$ cat config.mk
export PLATFORM = sky130hd
export DESIGN_NAME = servo_burst_gen
export DESIGN_NICKNAME = d
export VERILOG_FILES = /design/src/rtl/servo_pkg.sv /design/src/rtl/servo_us_tick.sv /design/src/rtl/servo_pos_store.sv /design/src/rtl/servo_pulse_chan.sv /design/src/rtl/servo_burst_gen.sv
export SDC_FILE = /design/constraint.sdc
export NUM_CORES = 1
export LEC_CHECK = 0
export ABC_AREA = 1
export BUFFER_PORTS_ARGS = -buffer_cell sky130_fd_sc_hd__buf_2
export CORE_MARGIN = 2
export CORE_UTILIZATION = 55
export CTS_CLUSTER_SIZE = 10
export DETAILED_ROUTE_END_ITERATION = 7
export PLACE_DENSITY = 0.71
export SKIP_LAST_GASP = 1
export SYNTH_ARGS = -nofsm -noshare
export SYNTH_HDL_FRONTEND = slang
export SYNTH_HIERARCHICAL = 1
export SYNTH_SLANG_ARGS = --single-unit
export TNS_END_PERCENT = 30
$ cat constraint.sdc
create_clock -name clk -period 5.7 [get_ports clk]
set_input_delay 0.285 -clock clk [delete_from_list [all_inputs] [get_ports clk]]
set_output_delay 0.285 -clock clk [all_outputs]
set_load 0.01 [all_outputs]
$ cat src/rtl/servo_pkg.sv
package servo_pkg;

   localparam int unsigned MAX_CH = 64;

   typedef enum logic {
      TICK_INTERNAL = 1'b0,
      TICK_EXTERNAL = 1'b1
   } tick_src_e;

endpackage

$ cat src/rtl/servo_us_tick.sv
module servo_us_tick #(
   parameter servo_pkg::tick_src_e SRC = servo_pkg::TICK_INTERNAL,
   parameter int unsigned          DIV = 200
) (
   input  logic clk,
   input  logic rst_n,
   input  logic realign_i,
   input  logic ext_tick_i,
   output logic tick_o
);

   generate
      if (SRC == servo_pkg::TICK_INTERNAL) begin : g_int
         localparam int unsigned PW   = (DIV > 1) ? $clog2(DIV) : 1;
         localparam logic [PW-1:0] LAST = PW'(DIV - 1);
         logic [PW-1:0] pre_q;
         logic          unused_ext;

         always_ff @(posedge clk) begin
            if (!rst_n)             pre_q <= '0;
            else if (realign_i)     pre_q <= '0;
            else if (pre_q == LAST) pre_q <= '0;
            else                    pre_q <= pre_q + 1'b1;
         end

         assign tick_o     = !realign_i && (pre_q == LAST);
         assign unused_ext = ext_tick_i;
      end else begin : g_ext
         logic unused_realign;
         assign tick_o         = ext_tick_i;
         assign unused_realign = realign_i;
      end
   endgenerate

endmodule

$ cat src/rtl/servo_pos_store.sv
module servo_pos_store #(
   parameter int unsigned NUM_CH = 16,
   parameter int unsigned CODE_W = 10
) (
   input  logic                     clk,
   input  logic                     rst_n,
   input  logic [NUM_CH*CODE_W-1:0] bank_i,
   input  logic                     load_i,
   input  logic                     ok_i,
   input  logic                     apply_i,
   output logic [NUM_CH*CODE_W-1:0] sel_o,
   output logic                     have_o
);

   localparam int unsigned BW = NUM_CH * CODE_W;

   logic [BW-1:0] pend_q, act_q;
   logic          pend_v_q, have_q;

   assign sel_o  = pend_v_q ? pend_q : act_q;
   assign have_o = pend_v_q | have_q;

   always_ff @(posedge clk) begin
      if (!rst_n) begin
         pend_q   <= '0;
         act_q    <= '0;
         pend_v_q <= 1'b0;
         have_q   <= 1'b0;
      end else begin
         if (apply_i) begin
            act_q    <= sel_o;
            have_q   <= have_o;
            pend_v_q <= 1'b0;
         end
         if (load_i && ok_i) begin
            pend_q   <= bank_i;
            pend_v_q <= 1'b1;
         end
      end
   end

endmodule

$ cat src/rtl/servo_pulse_chan.sv
module servo_pulse_chan #(
   parameter int unsigned CODE_W  = 10,
   parameter int unsigned BASE_US = 1000,
   parameter int unsigned CNT_W   = 12
) (
   input  logic              clk,
   input  logic              rst_n,
   input  logic              fire_i,
   input  logic              tick_i,
   input  logic [CODE_W-1:0] code_i,
   output logic              pulse_o
);

   logic [CNT_W-1:0] cnt_q;

   always_ff @(posedge clk) begin
      if (!rst_n)                       cnt_q <= '0;
      else if (fire_i)                  cnt_q <= CNT_W'(BASE_US) + CNT_W'(code_i);
      else if (tick_i && cnt_q != '0)   cnt_q <= cnt_q - 1'b1;
   end

   assign pulse_o = (cnt_q != '0);

endmodule

$ cat src/rtl/servo_burst_gen.sv
module servo_burst_gen #(
   parameter int unsigned          NUM_CH     = 16,
   parameter int unsigned          CODE_W     = 10,
   parameter int unsigned          BASE_US    = 1000,
   parameter int unsigned          CLK_PER_US = 200,
   parameter servo_pkg::tick_src_e TICK_SRC   = servo_pkg::TICK_INTERNAL
) (
   input  logic                     clk,
   input  logic                     rst_n,
   input  logic [NUM_CH*CODE_W-1:0] pos_bank_i,
   input  logic                     load_i,
   input  logic                     frame_ok_i,
   input  logic                     sub_start_i,
   input  logic                     us_tick_i,
   output logic [NUM_CH-1:0]        pulse_o,
   output logic                     busy_o
);

   localparam int unsigned CNT_W = $clog2(BASE_US + (1 << CODE_W)) + 1;

   generate
      if (NUM_CH < 1 || NUM_CH > servo_pkg::MAX_CH) begin : g_bad_ch
         $error("servo_burst_gen: NUM_CH out of range");
      end
      if (CODE_W < 1 || CODE_W > 16) begin : g_bad_code
         $error("servo_burst_gen: CODE_W out of range");
      end
      if (CLK_PER_US < 1) begin : g_bad_div
         $error("servo_burst_gen: CLK_PER_US must be at least 1");
      end
   endgenerate

   logic [NUM_CH-1:0]        pulse_w;
   logic [NUM_CH*CODE_W-1:0] sel_w;
   logic                     tick_w, fire_w, have_w, busy_w, pend_start_q;

   assign busy_w = |pulse_w;
   assign fire_w = (sub_start_i | pend_start_q) & ~busy_w & have_w;

   // a start that meets running pulses waits until all have ended
   always_ff @(posedge clk) begin
      if (!rst_n) pend_start_q <= 1'b0;
      else        pend_start_q <= (sub_start_i | pend_start_q) & busy_w;
   end

   servo_us_tick #(.SRC(TICK_SRC), .DIV(CLK_PER_US)) u_tick (
      .clk       (clk),
      .rst_n     (rst_n),
      .realign_i (fire_w),
      .ext_tick_i(us_tick_i),
      .tick_o    (tick_w)
   );

   servo_pos_store #(.NUM_CH(NUM_CH), .CODE_W(CODE_W)) u_store (
      .clk    (clk),
      .rst_n  (rst_n),
      .bank_i (pos_bank_i),
      .load_i (load_i),
      .ok_i   (frame_ok_i),
      .apply_i(fire_w),
      .sel_o  (sel_w),
      .have_o (have_w)
   );

   generate
      for (genvar k = 0; k < NUM_CH; k++) begin : g_chan
         servo_pulse_chan #(.CODE_W(CODE_W), .BASE_US(BASE_US), .CNT_W(CNT_W)) u_chan (
            .clk    (clk),
            .rst_n  (rst_n),
            .fire_i (fire_w),
            .tick_i (tick_w),
            .code_i (sel_w[k*CODE_W +: CODE_W]),
            .pulse_o(pulse_w[k])
         );
      end
   endgenerate

   assign pulse_o = pulse_w;
   assign busy_o  = busy_w;

endmodule

# After elaboration in Yosys (flattened, before gate mapping)
# Cells that the tools add are included.
# W data, S select, Z words.
dict set report classes {
  addsub 33
  n_eq_ne 1
  n_mux 35
  bitwise 7
  n_reduce_logical 54
}
# op count
set ops {}
lappend ops {{$mux W12} 32}
lappend ops {{$reduce_bool A12 Y1} 16}
lappend ops {{$sub A12 B1 Y12 const B} 16}
lappend ops {{$add A10 B10 Y11 const A} 16}
lappend ops {{$mux W160} 1}
lappend ops {{$reduce_bool A2 Y1} 17}
lappend ops {{$logic_and A1 B1 Y1} 18}
lappend ops {{$reduce_or A16 Y1} 1}
lappend ops {{$add A8 B1 Y8 const B} 1}
lappend ops {{$eq A8 B8 Y1 const B} 1}
lappend ops {{$and A1 B1 Y1} 3}
lappend ops {{$reduce_or A3 Y1} 1}
lappend ops {{$mux W1} 2}
lappend ops {{$not A1 Y1} 2}
lappend ops {{$or A1 B1 Y1} 2}
lappend ops {{$logic_not A1 Y1} 1}
dict set report totals {
  register_bits 523
  word_cells 152
}

# Longest topological paths before layout
# Gate-level depths: netlist of the first run.
dict set report logic_depth {
  ltp_word 10
  ltp_mapped 20
  ltp_nobuf 20
}

# Cells and area by module
# The synthesis of the first run kept the hierarchy.
# mod n_inst cells_each area_per_inst_um2 seq_area_each_um2
set modules_own_cells {}
lappend modules_own_cells {servo_pos_store 1 2409 14858.0 6446.2}
lappend modules_own_cells {{servo_pulse_chan (g_chan[10].u_chan ...)} 10 166 984.7 240.2}
lappend modules_own_cells {{servo_pulse_chan (g_chan[0].u_chan ...)} 6 154 962.2 240.2}
lappend modules_own_cells {servo_us_tick 1 65 450.4 160.2}
lappend modules_own_cells {servo_burst_gen 1 20 105.1 20.0}

# Worst setup path before layout of the first run
# No wires, ideal clock.
dict set report synth_timing {
  path_type {flip-flop to flip-flop}
  start {register u_store.pend_v_q}
  end {register g_chan[0].u_chan.cnt_q[9]}
  setup_ns 0.070
  arrival_time_ns 4.422
  t_required_ns 5.630
  setup_slack_ns 1.208
  path_stages_with_launch 13
  cell_sequence {dfxtp_1 buf_2 buf_2 buf_2 or2_2 o21ai_0 nor2_2 nor2_1 nand2_4 nand2_4 buf_6 nand3_1 a21oi_1}
}
dict set report synth_via {
  elab_chain_cells 6
  elab_cells_between_ends 9
  classes_between {add/sub (1); mux (2); bitwise (2); reduce/logical (4)}
}
# item line_no
set synth_rtl {}
lappend synth_rtl {{start, declared} servo_pos_store.sv:18} ;# logic pend_v_q, have_q;
lappend synth_rtl {{start signal, assigned} servo_pos_store.sv:27} ;# pend_v_q <= 1'b0;
lappend synth_rtl {{start signal, assigned} servo_pos_store.sv:33} ;# pend_v_q <= 1'b0;
lappend synth_rtl {{start signal, assigned} servo_pos_store.sv:37} ;# pend_v_q <= 1'b1;
lappend synth_rtl {{$or A1 B1 Y1} servo_pos_store.sv:21} ;# assign have_o = pend_v_q | have_q;
lappend synth_rtl {{net have_w} servo_burst_gen.sv:35} ;# logic tick_w, fire_w, have_w, busy_w, pend_start_q;
lappend synth_rtl {{$and A1 B1 Y1} servo_burst_gen.sv:38} ;# assign fire_w = (sub_start_i | pend_start_q) & ~busy_w & have_w;
lappend synth_rtl {{net fire_w} servo_burst_gen.sv:35}
lappend synth_rtl {{$logic_not A1 Y1} servo_us_tick.sv:26} ;# assign tick_o = !realign_i && (pre_q == LAST);
lappend synth_rtl {{$logic_and A1 B1 Y1} servo_us_tick.sv:26}
lappend synth_rtl {{net tick_w} servo_burst_gen.sv:35}
lappend synth_rtl {{$logic_and A1 B1 Y1} servo_pulse_chan.sv:19} ;# else if (tick_i && cnt_q != '0) cnt_q <= cnt_q - 1'b1;
lappend synth_rtl {{$reduce_bool A2 Y1 (no source line)} -}
lappend synth_rtl {{end signal, assigned} servo_pulse_chan.sv:18} ;# else if (fire_i) cnt_q <= CNT_W'(BASE_US) + CNT_W'(code_i);
lappend synth_rtl {{end signal, assigned} servo_pulse_chan.sv:19}
lappend synth_rtl {{end, declared} servo_pulse_chan.sv:14} ;# logic [CNT_W-1:0] cnt_q;
# The timed path passes the listed nets, and every way through them passes these cells.
# A chain may end at the register's enable or synchronous reset.

# Final worst setup path of the first run
dict set report layout_timing {
  start {register g_chan[1].u_chan.cnt_q[0]}
  end {register g_chan[3].u_chan.cnt_q[8]}
}
dict set report layout_via {
  elab_chain_cells 9
  elab_cells_between_ends 10
  classes_between {mux (1); bitwise (3); reduce/logical (6)}
}
# item line_no
set layout_rtl {}
lappend layout_rtl {{start, declared} servo_pulse_chan.sv:14}
lappend layout_rtl {{start signal, assigned} servo_pulse_chan.sv:18}
lappend layout_rtl {{start signal, assigned} servo_pulse_chan.sv:19}
lappend layout_rtl {{$reduce_bool A12 Y1 *} servo_pulse_chan.sv:22} ;# assign pulse_o = (cnt_q != '0);
lappend layout_rtl {{$reduce_or A16 Y1 *} servo_burst_gen.sv:37} ;# assign busy_w = |pulse_w;
lappend layout_rtl {{$not A1 Y1 *} servo_burst_gen.sv:38}
lappend layout_rtl {{$and A1 B1 Y1 * (2 in a row)} servo_burst_gen.sv:38}
lappend layout_rtl {{net fire_w} servo_burst_gen.sv:35}
lappend layout_rtl {{$logic_not A1 Y1} servo_us_tick.sv:26}
lappend layout_rtl {{$logic_and A1 B1 Y1} servo_us_tick.sv:26}
lappend layout_rtl {{$logic_and A1 B1 Y1} servo_pulse_chan.sv:19}
lappend layout_rtl {{$reduce_bool A2 Y1 (no source line)} -}
lappend layout_rtl {{end signal, assigned} servo_pulse_chan.sv:18}
lappend layout_rtl {{end signal, assigned} servo_pulse_chan.sv:19}
lappend layout_rtl {{end, declared} servo_pulse_chan.sv:14}
# The timed path passes the listed nets; every way through them passes the cells marked *.

==> flow_summary.json, run 1 <==
{
  "layout.nets": 5501,
  "status": "finished clean",
  "wp_data_arrival_ns": 4.56,
  "filler_cell_count": 5294,
  "max_freq_ghz": 0.247,
  "gp_congestion": 0.914,
  "clkLatencyLatePin_ns": 0.62,
  "netlist_top_cells_count": "sky130_fd_sc_hd__nand2_1, sky130_fd_sc_hd__nor2_1, sky130_fd_sc_hd__inv_1",
  "post-route-drc-count": 0,
  "most_common_cell_in_the_netlist": "sky130_fd_sc_hd__nand2_1",
  "hold_class": "in2reg",
  "crit_path_max_incr_delay_ns": 0.66,
  "netlist_top_cells_area": "sky130_fd_sc_hd__dfxtp_1, sky130_fd_sc_hd__nand2_1, sky130_fd_sc_hd__nor2_1",
  "cts-buffers-inserted": 61,
  "grt_first_pass_wirelength_mm": 129,
  "die_y_um": 242,
  "h-tree-depth": 2,
  "floorplan.initialDensity": 0.554,
  "drv_cap": 0,
  "global_route.overflow_total": 0,
  "finalCritPeriodShare": 0.711,
  "first_iter_violations": 2021,
  "area_enclosed_by_the_die_boundary_sq_um": 58300,
  "place.port_buffers": 181,
  "routed-via-count": 30200,
  "clk_pin_slew_ns": 0.06,
  "hpwlAfterDp_mm": 47.0,
  "die_w_um": 242,
  "worst_ir_drop_on_vdd_mv": 0.247,
  "drv_slew": 0,
  "top_level_ports": 183,
  "worstPathRequired_ns": 6.21,
  "cellPowerDensity_nw_per_um2": 311,
  "synth_edf_count": 0,
  "grt_pass1_vias": 27500,
  "cpMostUsedCell": "sky130_fd_sc_hd__nor2_1",
  "syn-mean-instance-area_sq_um": 6.11,
  "synthDominantAreaCellType": "sky130_fd_sc_hd__dfxtp_1",
  "synth.cell_area_sq_um": 31000,
  "area_of_the_multi_input_gates_sq_um": 17000,
  "clock_path_buffers": 3,
  "worstPathCellList": "inv_1, ha_1, inv_1, nor2_1, nand3_1, nor2_1, inv_1, nor2_1, nand2_1, nor2_2, nand2_2, nor2_4, buf_12, clkinv_1, nand2_4, inv_2, a21oi_1, nor2_1",
  "core_area_sq_um": 56100,
  "worst-slew-pin-transition_ns": 0.901,
  "fin_worst_skew_ns": 0.0153,
  "warning_count_from_the_yosys_run": 6,
  "cts.root.buffer_cell": "sky130_fd_sc_hd__clkbuf_16",
  "post_synthesis_to_final_layout_area_growth_pct": 13.8,
  "worstSetupEndpointType": "flop",
  "netlist.area_leader.share": 0.337,
  "syn_inst": 5078,
  "setup_fix_buffers_added_after_clock_tree_synthesis": 0,
  "synth_async_sr_flop_share": 0,
  "cellLeakagePower_nw": 17.5,
  "grt_max_degree": 191,
  "row_count": 87,
  "vias_per_instance": 4.98,
  "critical_path_class": "reg2reg",
  "fin_ws_ns": 1.65,
  "preCtsSetupSlack_ns": 1.76,
  "final-setup-viol-count": 0,
  "timing.final.crit_period_ns": 4.05,
  "antenna_violations_before_repair": 2,
  "detail-route-antenna-nets": 0,
  "cts_tree": "yes",
  "finalWirelength_mm": 75.9,
  "timing.critical_path.buf_inv": 6,
  "synthesized_flop_and_latch_total": 523,
  "timing.slew.headroom": 0.393,
  "cts.sink_count": 523,
  "grt_setup_unrepaired": "false",
  "path_delay_family": "simple AND/OR/NAND/NOR gates",
  "tns_ns": 0,
  "final_layout_size_suffix_gt1_frac": 0.0882,
  "yosysSeqAreaShare": 0.337,
  "seq_area_sq_um": 10500,
  "worstSetupStartpointType": "flop",
  "synth_nets": 5293,
  "synth_ff_type": "sky130_fd_sc_hd__dfxtp_1",
  "timing.critical_path.slowest_stage_cell": "sky130_fd_sc_hd__clkinv_1",
  "drt-pass1-iter-count": 5,
  "routedWlPerCell_um": 12.5,
  "critPathMaxFanout": 133,
  "timing.final.hold_violations": 0,
  "synthDistinctLibCells": 33,
  "antenna_cells_inserted": 0,
  "globalRouteTotalUtil": 0.256
}
sequential cells by signal (all words and copies together), names as in the netlist:
| register | cells |
|---|---|
| g_chan.u_chan/cnt_q | 192 |
| u_tick/g_int.pre_q | 8 |
| u_store/have_q | 1 |
| u_store/pend_v_q | 1 |
| pend_start_q | 1 |
| u_store/pend_q | 160 |
| u_store/act_q | 160 |
power by group:
| group | internal [mW] | leakage, nW | switching, mW |
|---|---|---|---|
| sequential | 3.93 | 4.25 | 0.165 |
| combinational | 1.21 | 12.4 | 2.19 |
| clock | 1.99 | 0.823 | 1.49 |
| total | 7.12 | 17.5 | 3.84 |
per-stage QoR:
stage	cells	power [mW]	cell area [sq um]	util	hold slack (ns)
2_1_floorplan	5078	6.75	31000	-	0.383
3_3_place_gp	5818	7.42	32000	0.571	0.433
3_5_place_dp	5818	7.46	32000	0.571	0.439
4_1_cts	6063	11.1	35300	0.630	0.137
5_1_grt	6063	11.7	35300	0.630	0.158
6_report	6063	11.0	35300	0.630	0.133
placed cells by master (no fill, tap or decap), drive strengths merged, types with 7 or more instances in the layout:
cell type | netlist | layout
a21oi | 194 | 194
clkinv | 22 | 25
dfxtp | 523 | 523
nand2 | 1466 | 1466
buf | 128 | 196
o21ai | 318 | 318
ha | 49 | 49
o22ai | 10 | 10
xor2 | 54 | 54
inv | 645 | 645
nor3 | 26 | 26
xnor2 | 11 | 11
nand3 | 509 | 509
clkbuf | 84 | 81
nor2 | 952 | 952
o211ai | 22 | 22
dlygate4sd3 | 0 | 161
o21bai | 10 | 10
nand4 | 19 | 19
nand3b | 17 | 17
or2 | 7 | 7
tightest hold or removal path, cell delays in order:
cell	delay, ns
sky130_fd_sc_hd__buf_8	0.20
sky130_fd_sc_hd__nand2_1	0.14
sky130_fd_sc_hd__inv_1	0.03
layout make-up:
| type | count | share of cell area |
|---|---|---|
| Multi-Input combinational cell | 3676 | 0.480 |
| Sequential cell | 523 | 0.297 |
| Inverter | 667 | 0.0711 |
| Tap cell | 756 | 0.0268 |
| Clock buffer | 81 | 0.0471 |
| Timing Repair Buffer | 357 | 0.0776 |
| Clock inverter | 3 | 0.000532 |
final timing paths:
kind	startpoint	end	slack, ns	depth (start not counted)
max	g_chan[1].u_chan/cnt_q[0]	g_chan[3].u_chan/cnt_q[8]	1.65	18
min	rst_n	g_chan[12].u_chan/cnt_q[7]	0.13	3
max reg2reg	g_chan[1].u_chan/cnt_q[0]	g_chan[3].u_chan/cnt_q[8]	1.65	18
min reg2reg	u_store/have_q	u_store/have_q	0.45	2
metal layers:
metal  track usage  vias up  part of all wire
met4        0.0727        4             0.022
met1         0.344    13400              0.48
met2         0.431      523              0.46
li1              -    16100                 -
met3        0.0331      115             0.042
met5             0        -           0.00036
cell families after synthesis:
family	synth area share
DFF	0.337
adders and majority gates	0.0198
muxes	0.00194
xor gates and xnor gates	0.0183
AOI/OAI and AO/OA	0.0977
and+or+nand+nor	0.408
buffers and inverters	0.117
timing repair:
action                                 4_1_cts  5_1_grt
gates resized for setup                      0        0
hold buffers                               161        0
endpoints found under the hold margin      161        0
(Power assumes the default switching activity.)
==> run 2, diff against run 1 <==
--- a/config.mk
+++ b/config.mk
@@ -11,7 +11,7 @@
 export CORE_UTILIZATION = 55
 export CTS_CLUSTER_SIZE = 10
 export DETAILED_ROUTE_END_ITERATION = 7
-export PLACE_DENSITY = 0.71
+export PLACE_DENSITY = 0.74
 export SKIP_LAST_GASP = 1
 export SYNTH_ARGS = -nofsm -noshare
 export SYNTH_HDL_FRONTEND = slang
==> constraint.sdc (replaced) <==
create_clock -name clk -period 3.6 [get_ports clk]
set_input_delay 0.18 -clock clk [delete_from_list [all_inputs] [get_ports clk]]
set_output_delay 0.18 -clock clk [all_outputs]
set_load 0.01 [all_outputs]
==> flow_summary.json, run 2 (synthesis results as in run 1) <==
{
  "status": "finished clean",
  "finalWirelength_mm": 78.9,
  "cts_tree": "yes",
  "pwr-share-clk": 0.313,
  "critical_path_class": "reg2reg",
  "largest_reg_flops": 192,
  "timing.final.crit_period_ns": 3.30,
  "path_delay_family": "simple AND/OR/NAND/NOR gates",
  "globalRouteTotalUtil": 0.266,
  "cts-buffers-inserted": 60,
  "cts.root.buffer_cell": "sky130_fd_sc_hd__clkbuf_16",
  "timing.critical_path.slowest_stage_cell": "sky130_fd_sc_hd__clkinv_1",
  "post_synthesis_to_final_layout_area_growth_pct": 15.7,
  "layout.nets": 5565,
  "worstSetupStartpointType": "flop",
  "grt_setup_unrepaired": "false",
  "cellPowerDensity_nw_per_um2": 489,
  "hold_class": "in2reg",
  "drv_cap": 0,
  "worstPathCellList": "inv_1, ha_1, inv_1, nor2_1, nand3_1, nor2_1, inv_1, nor2_1, nand2_1, nor2_2, nand2_2, nor2_4, buf_12, clkinv_1, buf_4, nor2_1, a21oi_1, nand2_1, a21oi_1",
  "ctsResizeCount": 0,
  "routed-via-count": 30900,
  "die_y_um": 242,
  "max_freq_ghz": 0.303,
  "post-route-drc-count": 0,
  "cpMostUsedCell": "sky130_fd_sc_hd__nor2_1",
  "mostFrequentLayoutCell": "sky130_fd_sc_hd__nand2_1",
  "worstSetupEndpointType": "flop",
  "cellLeakagePower_nw": 17.9,
  "swShare": 0.352,
  "timing.critical_path.buf_inv": 6,
  "grt_max_degree": 109,
  "reg_top3": "g_chan.u_chan/cnt_q: 192 flops, u_store/act_q: 160 flops, u_store/pend_q: 160 flops",
  "drv_slew": 0,
  "antenna_cells_inserted": 0,
  "wp_data_arrival_ns": 3.82,
  "power.internal_mw": 11.4,
  "detail-route-antenna-nets": 0,
  "row_count": 87,
  "timing.slew.headroom": 0.393,
  "globalRouteMet3Util": 0.0309,
  "finalCritPeriodShare": 0.917,
  "global_route.overflow_total": 0,
  "worstPathRequired_ns": 4.11,
  "registers.top_by_ff_count": "g_chan.u_chan/cnt_q",
  "h-tree-depth": 2,
  "cts.sink_count": 523,
  "placedCellCount": 5858,
  "final_layout_size_suffix_gt1_frac": 0.0942,
  "clock_path_buffers": 3,
  "final-instance-count-excl-fill": 6129,
  "worst_ir_drop_on_vdd_mv": 0.368,
  "top_level_ports": 183,
  "drt-pass1-iter-count": 6,
  "netSwitchingPower_mw": 6.18,
  "comb_power_share": 0.318,
  "met1_usage": 0.354,
  "final-setup-viol-count": 0,
  "fin_worst_skew_ns": 0.0335,
  "grt_pass1_vias": 28600,
  "clk_pin_slew_ns": 0.06,
  "gp_congestion": 0.920,
  "die_w_um": 242,
  "tns_ns": 0,
  "worst-slew-pin-transition_ns": 0.911,
  "crit_path_max_incr_delay_ns": 0.33,
  "place.port_buffers": 181,
  "first_iter_violations": 2088,
  "vias_per_instance": 5.04,
  "clkLatencyLatePin_ns": 0.63,
  "hpwlAfterDp_mm": 50.6,
  "routedWlPerCell_um": 12.9,
  "mostFrequentLayoutCells": "sky130_fd_sc_hd__nand2_1, sky130_fd_sc_hd__nor2_1, sky130_fd_sc_hd__inv_1",
  "gr-usage-met2": 0.450,
  "critPathMaxFanout": 52,
  "grt_first_pass_wirelength_mm": 134,
  "timing.final.hold_violations": 0,
  "antenna_violations_before_repair": 2,
  "busiest_layer": "met2",
  "area_enclosed_by_the_die_boundary_sq_um": 58300,
  "p_seq_frac": 0.369,
  "core_area_sq_um": 56100,
  "floorplan.initialDensity": 0.554
}
==> run 2: cell count changes in the layout (fill, tap and decap cells not counted) <==
cell / delta
sky130_fd_sc_hd__buf_4: +36
sky130_fd_sc_hd__dlygate4sd3_1: +25
sky130_fd_sc_hd__buf_12: +4
sky130_fd_sc_hd__clkbuf_1: +3
sky130_fd_sc_hd__clkinv_2: -2
sky130_fd_sc_hd__inv_6: +2
sky130_fd_sc_hd__clkbuf_8: -1
sky130_fd_sc_hd__clkinv_4: -1
==> run 2: power groups by stage <==
stage                     clock, mW  sequential (mW)  combinational (mW)
after floorplan                   0             6.52                4.16
after global placement            0             6.58                5.30
after detailed placement          0             6.59                5.36
after CTS                      5.62             6.47                5.56
after global routing           5.84             6.52                6.39
final                          5.49             6.48                5.59
==> run 2: area by class of cell <==
class                           count  area (sq um)
Clock buffer                       83          1660
Sequential cell                   523         10500
Inverter                          667          2510
Timing Repair Buffer              422          3340
Tap cell                          756           946
Fill cell                        5143         20200
Clock inverter                      2          17.5
Multi-Input combinational cell   3676         17000
==> run 2: metal layers <==
metal	wire length, um	share of wire
met5	13	0.00016
met4	2030	0.026
met3	3620	0.046
met2	36400	0.46
met1	36800	0.47
==> run 2: worst min-delay path, stage by stage <==
cell,delay (ns)
sky130_fd_sc_hd__dlygate4sd3_1,0.52
sky130_fd_sc_hd__buf_2,0.09
sky130_fd_sc_hd__nor2_1,0.04
sky130_fd_sc_hd__nor2_1,0.08
==> run 2: per-stage QoR <==
step	setup slack [ns]	utilization	hold slack (ns)	instance area (sq um)	power, mW
after floorplan	0.0475	-	0.278	31000	10.7
after global placement	0.387	0.577	0.400	32400	11.9
after detailed placement	0.350	0.577	0.407	32400	12.0
after CTS	0.308	0.640	0.269	35900	17.7
after global routing	0.0301	0.640	0.318	35900	18.8
final	0.298	0.640	0.321	35900	17.6
==> run 2: repair_timing <==
item                                   in CTS  in global routing
buffers inserted                            0                  0
hold buffers                              186                  0
endpoints found under the hold margin     171                  0
==> run 2: path summary, 6_finish.rpt <==
kind	from	end	slack, ns	cells past startpoint
setup reg to reg	g_chan[1].u_chan/cnt_q[0]	g_chan[14].u_chan/cnt_q[10]	0.30	19
hold reg to reg	u_store/have_q	u_store/have_q	0.45	2
hold / removal	pos_bank_i[124]	u_store/pend_q[124]	0.32	4
setup / recovery	g_chan[1].u_chan/cnt_q[0]	g_chan[14].u_chan/cnt_q[10]	0.30	19
